[src/rtl/seg_xlate_pkg.sv]
package seg_xlate_pkg;
    localparam int ADDR_W = 64;
    localparam int NUM_SREG = 6;
    localparam int SREG_W = 3;

    typedef enum logic [1:0] {
        KIND_FETCH  = 2'd0,
        KIND_STACK  = 2'd1,
        KIND_DATA   = 2'd2,
        KIND_STRDST = 2'd3
    } access_kind_e;

    typedef enum logic [SREG_W-1:0] {
        SR_CS = 3'd0,
        SR_SS = 3'd1,
        SR_DS = 3'd2,
        SR_ES = 3'd3,
        SR_FS = 3'd4,
        SR_GS = 3'd5
    } sreg_e;

    typedef enum logic [1:0] {
        FLD_BASE  = 2'd0,
        FLD_LIMIT = 2'd1,
        FLD_ATTR  = 2'd2
    } field_e;

    typedef struct packed {
        logic              valid;
        logic [ADDR_W-1:0] addr;
        logic              fault;
        logic              priv;
        logic [1:0]        size;
    } xlate_rsp_t;
endpackage

[src/rtl/seg_route.sv]
module seg_route
    import seg_xlate_pkg::*;
(
    input  logic [1:0]        kind,
    input  logic              ovr_en,
    input  logic [SREG_W-1:0] ovr_seg,
    output logic [SREG_W-1:0] sel_reg,
    output logic              wide_base_ok
);
    logic [SREG_W-1:0] dflt_reg;
    logic              ovr_legal;

    always_comb begin
        unique case (access_kind_e'(kind))
            KIND_FETCH:  dflt_reg = SR_CS;
            KIND_STACK:  dflt_reg = SR_SS;
            KIND_DATA:   dflt_reg = SR_DS;
            default:     dflt_reg = SR_ES;
        endcase
        ovr_legal    = ovr_en && (ovr_seg < SREG_W'(NUM_SREG));
        sel_reg      = ovr_legal ? ovr_seg : dflt_reg;
        wide_base_ok = ovr_legal && (ovr_seg == SR_FS || ovr_seg == SR_GS);
    end
endmodule

[src/rtl/seg_sreg_bank.sv]
module seg_sreg_bank
    import seg_xlate_pkg::*;
#(
    parameter int IDX_W = 3
) (
    input  logic              clk,
    input  logic              rst_n,
    input  logic              wr_en,
    input  logic [SREG_W-1:0] wr_reg,
    input  logic [IDX_W-1:0]  wr_val,
    input  logic [SREG_W-1:0] rd_reg,
    output logic [IDX_W-1:0]  rd_idx
);
    logic [IDX_W-1:0] sreg_q [NUM_SREG];

    for (genvar g = 0; g < NUM_SREG; g++) begin : g_sreg
        logic [IDX_W-1:0] sreg_d;
        always_comb begin
            sreg_d = sreg_q[g];
            if (wr_en && wr_reg == SREG_W'(g)) sreg_d = wr_val;
        end
        always_ff @(posedge clk) begin
            if (!rst_n) sreg_q[g] <= '0;
            else        sreg_q[g] <= sreg_d;
        end
    end

    always_comb begin
        rd_idx = '0;
        for (int i = 0; i < NUM_SREG; i++)
            if (rd_reg == SREG_W'(i)) rd_idx = sreg_q[i];
    end
endmodule

[src/rtl/seg_desc_table.sv]
module seg_desc_table
    import seg_xlate_pkg::*;
#(
    parameter int ENTRIES = 8,
    parameter int IDX_W = $clog2(ENTRIES)
) (
    input  logic              clk,
    input  logic              rst_n,
    input  logic              wr_en,
    input  logic [IDX_W-1:0]  wr_idx,
    input  logic [1:0]        wr_field,
    input  logic [ADDR_W-1:0] wr_data,
    input  logic [IDX_W-1:0]  rd_idx,
    output logic [ADDR_W-1:0] rd_base,
    output logic [ADDR_W-1:0] rd_limit,
    output logic [2:0]        rd_attr
);
    logic [ADDR_W-1:0] base_q  [ENTRIES];
    logic [ADDR_W-1:0] limit_q [ENTRIES];
    logic [2:0]        attr_q  [ENTRIES];

    for (genvar g = 0; g < ENTRIES; g++) begin : g_ent
        logic [ADDR_W-1:0] base_d, limit_d;
        logic [2:0]        attr_d;
        logic              hit;
        always_comb begin
            hit     = wr_en && (wr_idx == IDX_W'(g));
            base_d  = base_q[g];
            limit_d = limit_q[g];
            attr_d  = attr_q[g];
            if (hit && wr_field == FLD_BASE)  base_d  = wr_data;
            if (hit && wr_field == FLD_LIMIT) limit_d = wr_data;
            if (hit && wr_field == FLD_ATTR)  attr_d  = wr_data[2:0];
        end
        always_ff @(posedge clk) begin
            if (!rst_n) begin
                base_q[g]  <= '0;
                limit_q[g] <= '0;
                attr_q[g]  <= '0;
            end else begin
                base_q[g]  <= base_d;
                limit_q[g] <= limit_d;
                attr_q[g]  <= attr_d;
            end
        end
    end

    assign rd_base  = base_q[rd_idx];
    assign rd_limit = limit_q[rd_idx];
    assign rd_attr  = attr_q[rd_idx];
endmodule

[src/rtl/seg_xlate_unit.sv]
module seg_xlate_unit
    import seg_xlate_pkg::*;
#(
    parameter int ENTRIES = 8,
    localparam int IDX_W = $clog2(ENTRIES)
) (
    input  logic              clk,
    input  logic              rst_n,
    input  logic              wr_en,
    input  logic              wr_sreg,
    input  logic [2:0]        wr_idx,
    input  logic [1:0]        wr_field,
    input  logic [63:0]       wr_data,
    input  logic              mode64,
    input  logic              req_valid,
    input  logic [1:0]        req_kind,
    input  logic              req_ovr_en,
    input  logic [2:0]        req_ovr_seg,
    input  logic [63:0]       req_offset,
    output logic              rsp_valid,
    output logic [63:0]       rsp_addr,
    output logic              rsp_fault,
    output logic              rsp_priv,
    output logic [1:0]        rsp_size
);
    logic [SREG_W-1:0] sel_reg;
    logic              wide_base_ok;
    logic [IDX_W-1:0]  desc_idx;
    logic [ADDR_W-1:0] desc_base, desc_limit;
    logic [2:0]        desc_attr;
    xlate_rsp_t        rsp_d, rsp_q;

    seg_route u_route (
        .kind         (req_kind),
        .ovr_en       (req_ovr_en),
        .ovr_seg      (req_ovr_seg),
        .sel_reg      (sel_reg),
        .wide_base_ok (wide_base_ok)
    );

    seg_sreg_bank #(.IDX_W(IDX_W)) u_sregs (
        .clk    (clk),
        .rst_n  (rst_n),
        .wr_en  (wr_en && wr_sreg),
        .wr_reg (wr_idx),
        .wr_val (wr_data[IDX_W-1:0]),
        .rd_reg (sel_reg),
        .rd_idx (desc_idx)
    );

    seg_desc_table #(.ENTRIES(ENTRIES), .IDX_W(IDX_W)) u_table (
        .clk      (clk),
        .rst_n    (rst_n),
        .wr_en    (wr_en && !wr_sreg),
        .wr_idx   (wr_idx[IDX_W-1:0]),
        .wr_field (wr_field),
        .wr_data  (wr_data),
        .rd_idx   (desc_idx),
        .rd_base  (desc_base),
        .rd_limit (desc_limit),
        .rd_attr  (desc_attr)
    );

    always_comb begin
        rsp_d       = rsp_q;
        rsp_d.valid = req_valid;
        if (req_valid) begin
            rsp_d.priv = desc_attr[2];
            rsp_d.size = desc_attr[1:0];
            if (mode64) begin
                rsp_d.fault = 1'b0;
                rsp_d.addr  = req_offset + (wide_base_ok ? desc_base : '0);
            end else begin
                rsp_d.fault = (req_offset >= desc_limit);
                rsp_d.addr  = rsp_d.fault ? '0 : desc_base + req_offset;
            end
        end
    end

    always_ff @(posedge clk) begin
        if (!rst_n) rsp_q <= '0;
        else        rsp_q <= rsp_d;
    end

    assign rsp_valid = rsp_q.valid;
    assign rsp_addr  = rsp_q.addr;
    assign rsp_fault = rsp_q.fault;
    assign rsp_priv  = rsp_q.priv;
    assign rsp_size  = rsp_q.size;

    assert_rsp_follows_req_R7: assert property (@(posedge clk) disable iff (!rst_n)
        req_valid |=> rsp_valid);
    assert_idle_no_rsp_R7: assert property (@(posedge clk) disable iff (!rst_n)
        !req_valid |=> !rsp_valid);
    assert_fault_zero_addr_R2: assert property (@(posedge clk) disable iff (!rst_n)
        rsp_fault |-> rsp_addr == '0);
    assert_limit_fault_R2: assert property (@(posedge clk) disable iff (!rst_n)
        (req_valid && !mode64 && req_offset >= desc_limit) |=> rsp_fault);
    assert_wide_no_fault_R5: assert property (@(posedge clk) disable iff (!rst_n)
        (req_valid && mode64) |=> !rsp_fault);
    assert_no_fs_gs_default_R3: assert property (@(posedge clk) disable iff (!rst_n)
        (req_valid && !req_ovr_en) |-> sel_reg < SR_FS);
endmodule

[config.mk]
export PLATFORM = sky130hd
export DESIGN_NAME = seg_xlate_unit
export DESIGN_NICKNAME = d
export VERILOG_FILES = /design/src/rtl/seg_xlate_pkg.sv /design/src/rtl/seg_route.sv /design/src/rtl/seg_sreg_bank.sv /design/src/rtl/seg_desc_table.sv /design/src/rtl/seg_xlate_unit.sv
export SDC_FILE = /design/constraint.sdc
export NUM_CORES = 2
export LEC_CHECK = 0
export ABC_AREA = 1
export ABC_CLOCK_PERIOD_IN_PS = 7200
export CORE_MARGIN = 2
export CORE_UTILIZATION = 60
export DETAILED_ROUTE_END_ITERATION = 12
export DONT_BUFFER_PORTS = 1
export PLACE_DENSITY = 0.88
export SYNTH_ARGS = -nofsm -noshare
export SYNTH_HDL_FRONTEND = slang
export SYNTH_SLANG_ARGS = --single-unit
[constraint.sdc]
create_clock -name clk -period 7.2 [get_ports clk]
set_input_delay 1.8 -clock clk [delete_from_list [all_inputs] [get_ports clk]]
set_output_delay 1.8 -clock clk [all_outputs]
set_load 0.1 [all_outputs]
## Word level (Yosys, flattened, before mapping)

Memories as Yosys holds them, arrays and structs flattened. A register that Yosys moved wholly into a read port is not among the register bits.
Index checks and enable logic that the tools add are counted.

- Muxes and demuxes: 73
- Bitwise logic cells: 30
- Add/subtract/negate cells: 2
- Reduce and logical (&&, ||, !) cells: 73
- Equality and inequality tests: 42
- $lt $le $gt $ge: 2

Operators with widths:

| cell | count |
|---|---|
| two-way mux 64 bit | 34 |
| adder 64 bit | 2 |
| two-way mux 3 bit | 35 |
| two-way mux 65 bit | 1 |
| >= comparator 64 bit | 1 |
| AND reduction 2 bit | 24 |
| logical AND 1 bit | 42 |
| OR 1 bit | 30 |
| equality test 3 bit (second input constant) | 8 |
| inequality test 1 bit (second input constant) | 24 |
| equality test 3 x 2 -> 1 bit (second input constant) | 4 |
| equality test 3 x 1 -> 1 bit (second input constant) | 2 |
| zero test 3 bit | 2 |
| case mux 2 bit (3 select lines) | 1 |
| equality test 2 x 1 -> 1 bit (second input constant) | 2 |
| equality test 2 bit (second input constant) | 2 |
| zero test 2 bit | 2 |
| < comparator 3 bit (second input constant) | 1 |
| zero test 1 bit | 2 |
| two-way mux 1 bit | 2 |
| logical OR 1 bit | 1 |

- Memories: 4
- Input bits: 145
- Output and inout port bits: 69
- Bits in writable memories: 1066
- Logic and storage cells: 229
- Register bits: 66

Memories:

| name | depth | bits a word | read ports | clocked after Yosys merged registers in | wr ports | line | source |
|---|---|---|---|---|---|---|---|
| u_table.base_q | 8 | 64 | 1 | 0 | 8 | seg_desc_table.sv:18 | `logic [ADDR_W-1:0] base_q [ENTRIES];` |
| u_table.limit_q | 8 | 64 | 1 | 0 | 8 | seg_desc_table.sv:19 | `logic [ADDR_W-1:0] limit_q [ENTRIES];` |
| u_table.attr_q | 8 | 3 | 1 | 1 | 8 | seg_desc_table.sv:20 | `logic [2:0] attr_q [ENTRIES];` |
| u_sregs.sreg_q | 6 | 3 | 6 | 0 | 6 | seg_sreg_bank.sv:14 | `logic [IDX_W-1:0] sreg_q [NUM_SREG];` |

## Depth between registers and ports, before layout

An unclocked memory read counts as a cell.

- Depth in word-level cells: 14
- Mapped depth: 40
- Gate-level depth less buffers: 38

## By module

A second synthesis with hierarchy kept.

- Cells, all modules: 9222
- Area total of the unflattened synthesis: 67973.9 µm²

Modules (own cells, without submodules):

| module | area an instance (µm²) | times used | cells each | sequential area each (µm²) |
|---|---|---|---|---|
| seg_desc_table | 50891.3 | 1 | 5905 | 31470.2 |
| seg_xlate_unit | 16196.8 | 1 | 3178 | 1381.3 |
| seg_sreg_bank | 835.8 | 1 | 128 | 360.3 |
| seg_route | 50.0 | 1 | 11 | 0.0 |

## Worst setup path before layout

No wires, ideal clock.

- Path kind: input -> register
- From: input port req_ovr_seg[2]
- To: register rsp_q (netlist bit rsp_addr[58])
- Buffers on the path: 3
- Slack: 1.350 ns
- Arrival time: 5.730 ns
- Setup time: 0.120 ns
- Stages: 33
- Cell sequence: nand2_2 > nand2_2 > nand2_2 > nand2_4 > inv_4 > nand3_4 > or2_1 > nand2_4 > nand2_2 > buf_6 > buf_6 > buf_6 > a21oi_1 > a32o_1 > inv_2 > o21ai_1 > inv_1 > ha_1 > fa_1 > nand3_1 > nand2_1 > a21oi_1 > o21ai_2 > a21boi_1 > o21ai_0 > a21oi_1 > o21ai_1 > nand2_1 > nand2_1 > nor2_1 > nor2_1 > a21oi_1 > nor2_1

- Cells in the longest elaborated chain, start to end: 14

RTL lines:

| item | line | source |
|---|---|---|
| start, declared | seg_xlate_unit.sv:18 | `input logic [2:0] req_ovr_seg,` |
| < comparator 3 bit | seg_route.sv:20 | `ovr_legal = ovr_en && (ovr_seg < SREG_W'(NUM_SREG));` |
| logical AND 1 bit | seg_route.sv:20 |  |
| two-way mux 3 bit | seg_route.sv:21 | `sel_reg = ovr_legal ? ovr_seg : dflt_reg;` |
| zero test 3 bit | seg_sreg_bank.sv:31 | `if (rd_reg == SREG_W'(i)) rd_idx = sreg_q[i];` |
| two-way mux 3 bit (6 in series) | seg_sreg_bank.sv:31 |  |
| memory read (8 x 64 bit) (on tied branches) | -- |  |
| adder 64 bit (tied with other cells) | seg_xlate_unit.sv:75 | `rsp_d.addr = rsp_d.fault ? '0 : desc_base + req_offset;` |
| two-way mux 64 bit / adder 64 bit (equally long branches) | seg_xlate_unit.sv:75, seg_xlate_unit.sv:72 |  |
| two-way mux 65 bit * | seg_xlate_unit.sv:70 | `if (mode64) begin` |
| end signal, assigned | seg_xlate_unit.sv:82 | `else rsp_q <= rsp_d;` |
| end, declared | seg_xlate_unit.sv:31 | `xlate_rsp_t rsp_d, rsp_q;` |

Every way passes the cells marked *; elsewhere a longest branch is shown, timed or not.
A chain may end at the register's enable or synchronous reset.

## Worst setup path in the final report

- From: input port req_ovr_seg[2]
- To: register rsp_q (netlist bit rsp_addr[55])

The elaborated chain is that of the path after synthesis.

==> impl_metrics.xml <==
<?xml version="1.0" encoding="UTF-8"?>
<metrics>
  <group name="yosys">
    <metric name="netlist.top_cell.by_area" unit="">edfxtp_1</metric>
    <metric name="synthTopCellsByArea" unit="">edfxtp_1 53%, nor2_1 10%, nand2_1 5.8%</metric>
    <metric name="synthesis.instances" unit="">6521</metric>
    <metric name="synth.ff_latch_count" unit="">1135</metric>
    <metric name="synth.net_count" unit="">6858</metric>
    <metric name="syn_avg_cell_area" unit="µm²">9.11</metric>
    <metric name="synth.yosys.seq_area_share" unit="">0.559</metric>
    <metric name="netlist-cell-type-count" unit="">60</metric>
    <metric name="synth_enable_flop_cells" unit="">1048</metric>
    <metric name="async_reset_ff_frac" unit="">0</metric>
    <metric name="synth_warnings" unit="">0</metric>
    <metric name="mapped_area" unit="µm²">59400</metric>
    <metric name="synth_flop_cell" unit="">edfxtp_1</metric>
    <metric name="yosys.area.top_type_share" unit="">0.530</metric>
  </group>
  <group name="worst_setup_path">
    <metric name="r2r_slack" unit="ps">1630</metric>
    <metric name="critical_path_arrival" unit="ps">7420</metric>
    <metric name="timing.critical_path.required" unit="ps">7850</metric>
    <metric name="cpMostUsedCell" unit="">nand2_2</metric>
    <metric name="crit_path_start_kind" unit="">input pin</metric>
    <metric name="crit_fanout" unit="">57</metric>
    <metric name="crit_path_max_incr_delay" unit="ps">580</metric>
    <metric name="worstPathBufferInverterCount" unit="">7</metric>
    <metric name="cpMaxStageDelayCell" unit="">o21ai_1</metric>
    <metric name="crit_type" unit="">in -&gt; reg</metric>
    <metric name="worstSetupEndpointType" unit="">register</metric>
    <metric name="crit_family" unit="">compound AO/OA/AOI/OAI gates</metric>
  </group>
  <group name="sta">
    <metric name="skew" unit="ps">44.4</metric>
    <metric name="layout_worst_path_cycle_share" unit="">0.941</metric>
    <metric name="period_minus_slack" unit="ps">6780</metric>
    <metric name="report.final.hold_viol_count" unit="">0</metric>
    <metric name="grt_setup_unrepaired" unit="">false</metric>
    <metric name="setup_slack" unit="ps">423</metric>
    <metric name="timing.slew.headroom" unit="">0.162</metric>
    <metric name="tightest_slew" unit="ps">1260</metric>
    <metric name="final_max_slew_viol_count" unit="">0</metric>
    <metric name="highest_clock_frequency_the_design_can_meet" unit="GHz">0.148</metric>
    <metric name="fin_tns_setup" unit="ps">0</metric>
    <metric name="finalSetupViolCount" unit="">0</metric>
  </group>
  <group name="final_layout">
    <metric name="fin_util" unit="">0.662</metric>
    <metric name="most-common-layout-cells" unit="">1620 x nor2_1, 1048 x edfxtp_1, 903 x nand2_1, 458 x o21ai_0, 436 x a21oi_1</metric>
    <metric name="finalNetCount" unit="">6792</metric>
    <metric name="finish.instance_area" unit="µm²">65100</metric>
    <metric name="drive_above_1_share" unit="">0.0762</metric>
    <metric name="area_growth_syn_to_layout" unit="%">9.56</metric>
    <metric name="layout_commonest_cell" unit="">nor2_1</metric>
  </group>
  <group name="drt">
    <metric name="met3_length" unit="µm">32400</metric>
    <metric name="dr_total_vias" unit="">51745</metric>
    <metric name="initial_drt_markers" unit="">8659</metric>
    <metric name="drc_violations_left" unit="">0</metric>
    <metric name="routed_via_density" unit="">6.60</metric>
    <metric name="dr.max_layer_used" unit="">met5</metric>
    <metric name="drt.antenna.violating_nets" unit="">0</metric>
    <metric name="totalWireLength" unit="µm">209000</metric>
    <metric name="route.layer.met1.wl" unit="µm">70300</metric>
    <metric name="route.met2.wl" unit="µm">93400</metric>
    <metric name="avgRoutedWirePerCell" unit="µm">26.6</metric>
    <metric name="detail_route.first_pass.iterations" unit="">8</metric>
  </group>
  <group name="pwr">
    <metric name="power-per-cell-area" unit="nW/µm²">281</metric>
    <metric name="power_leakage" unit="nW">25.7</metric>
    <metric name="max-vdd-ir-drop" unit="µV">225</metric>
  </group>
  <group name="place">
    <metric name="pre_cts_ws" unit="ps">47.7</metric>
    <metric name="place_congestion" unit="">1.07</metric>
    <metric name="port_buf_inserts" unit="">0</metric>
    <metric name="placed_cell_area" unit="µm²">61500</metric>
    <metric name="post-dp-hpwl" unit="µm">134000</metric>
  </group>
  <group name="die">
    <metric name="fp.coreArea" unit="µm²">98300</metric>
    <metric name="io-pin-count" unit="">214</metric>
    <metric name="placementRows" unit="">115</metric>
    <metric name="die-height" unit="µm">319</metric>
    <metric name="floorplan.die.width" unit="µm">319</metric>
    <metric name="initial_utilization" unit="">0.604</metric>
    <metric name="die-area" unit="µm²">102000</metric>
  </group>
  <group name="clocking">
    <metric name="numClockSinks" unit="">1135</metric>
    <metric name="max-clock-path-buffers" unit="">3</metric>
    <metric name="postCtsSetupBuffers" unit="">0</metric>
    <metric name="number_of_cells_upsized_or_downsized_after_cts" unit="">0</metric>
    <metric name="numCtsBuffers" unit="">112</metric>
    <metric name="root_buffer" unit="">clkbuf_16</metric>
    <metric name="clkLatencyLatePin" unit="ps">730</metric>
    <metric name="clkSlewWorstSetupHoldPaths" unit="ps">60</metric>
    <metric name="post_cts_hold_buffer_count" unit="">0</metric>
    <metric name="tritoncts_clock_tree" unit="">built</metric>
    <metric name="htreeDepth" unit="">3</metric>
  </group>
  <group name="global_routing">
    <metric name="first_global_vias" unit="">49471</metric>
    <metric name="grt_overflow_total" unit="">0</metric>
    <metric name="number_of_antenna_violations_at_the_first_check_in_global_routing" unit="">19</metric>
    <metric name="global_route.usage.total" unit="">0.402</metric>
    <metric name="global_route_wire_length_before_repair" unit="µm">305000</metric>
    <metric name="largest_net_degree_at_the_start_of_global_routing" unit="">131</metric>
  </group>
  <group name="run">
    <metric name="max_cap_viol_count" unit="">0</metric>
  </group>
  <group name="min_path">
    <metric name="worstHoldPathType" unit="">reg -&gt; reg</metric>
  </group>
  <group name="outcome">
    <metric name="outcome" unit="">complete, no violations</metric>
  </group>
</metrics>
-- cells in the mapped netlist (all sizes together) (22+ instances only) --
master and instances:
a32o 127, nand3 124, nor3 24, ha 190
inv 483, o221ai 64, xnor2 27, a31oi 77
nand2 928, nand4 34, o22ai 58, a21oi 436
dfxtp 87, edfxtp 1048, clkbuf 277, o21a 22
xor2 33, buf 140, o21ai 603, nor2 1623
-- flip-flops by register name, indices dropped and copies added (netlist names) --
| signal | count |
|---|---|
| rsp_addr | 64 |
| rsp_fault | 1 |
| rsp_priv | 1 |
| rsp_size | 2 |
| rsp_valid | 1 |
| u_sregs.sreg_q | 18 |
| u_table.attr_q | 24 |
| u_table.base_q | 512 |
| u_table.limit_q | 512 |
-- final timing paths --
kind | endpoint | cells after the start | startpoint
min | u_sregs.sreg_q[0][2]$_SDFFE_PN0P_ | 2 | u_sregs.sreg_q[0][2]$_SDFFE_PN0P_
max | rsp_addr[55]$_SDFFE_PN0P_ | 28 | req_ovr_seg[2]
max reg2reg | rsp_addr[54]$_SDFFE_PN0P_ | 37 | u_sregs.sreg_q[1][3]$_SDFFE_PN0P_
min reg2reg | u_sregs.sreg_q[0][2]$_SDFFE_PN0P_ | 2 | u_sregs.sreg_q[0][2]$_SDFFE_PN0P_
-- layout make-up --
cell class | count | area (µm²)
inverter | 485 | 1840
clock buffer | 139 | 2930
timing repair buffer | 237 | 2070
tap | 1287 | 1610
sequential | 1135 | 33200
fill | 7290 | 33200
antenna | 11 | 27.5
multi-input combinational | 4484 | 22700
clock inverter | 66 | 657
-- where the power goes --
part           internal, mW  switching [mW]  total [mW]
logic                  1.37            3.01        4.37
registers              7.56           0.469        8.02
clock network          3.25            2.63        5.88
total                  12.2            6.10        18.3
-- layer usage --
metal,vias to the layer above,global-route usage
met5,-,0
met4,16,0.232
met3,929,0.122
li1,22330,-
met1,23992,0.505
met2,4478,0.620
-- logic make-up after synthesis --
kind of cell,share of synthesized area
AO/OA/AOI/OAI,0.147
XOR/XNOR,0.00885
multiplexers,0.000506
flip-flops,0.559
adder cells (fa/ha/maj),0.0407
buffers and inverters,0.0626
AND/OR/NAND/NOR,0.181
-- tightest hold or removal path: cells and delay by family, from the launching register on --
family / cells / cell delay [ps]
flip-flops: 1 / 320
buffers and inverters: 1 / 60
AO/OA/AOI/OAI: 1 / 60
-- stage by stage --
stage          total power [mW]  hold slack, ps  instances
2_1_floorplan              10.8             424       6521
3_3_place_gp               12.2             465       7628
3_5_place_dp               12.3             469       7628
4_1_cts                    18.0             479       7833
5_1_grt                    18.8             501       7843
6_report                   18.3             486       7844
(Power assumes the default switching activity.)
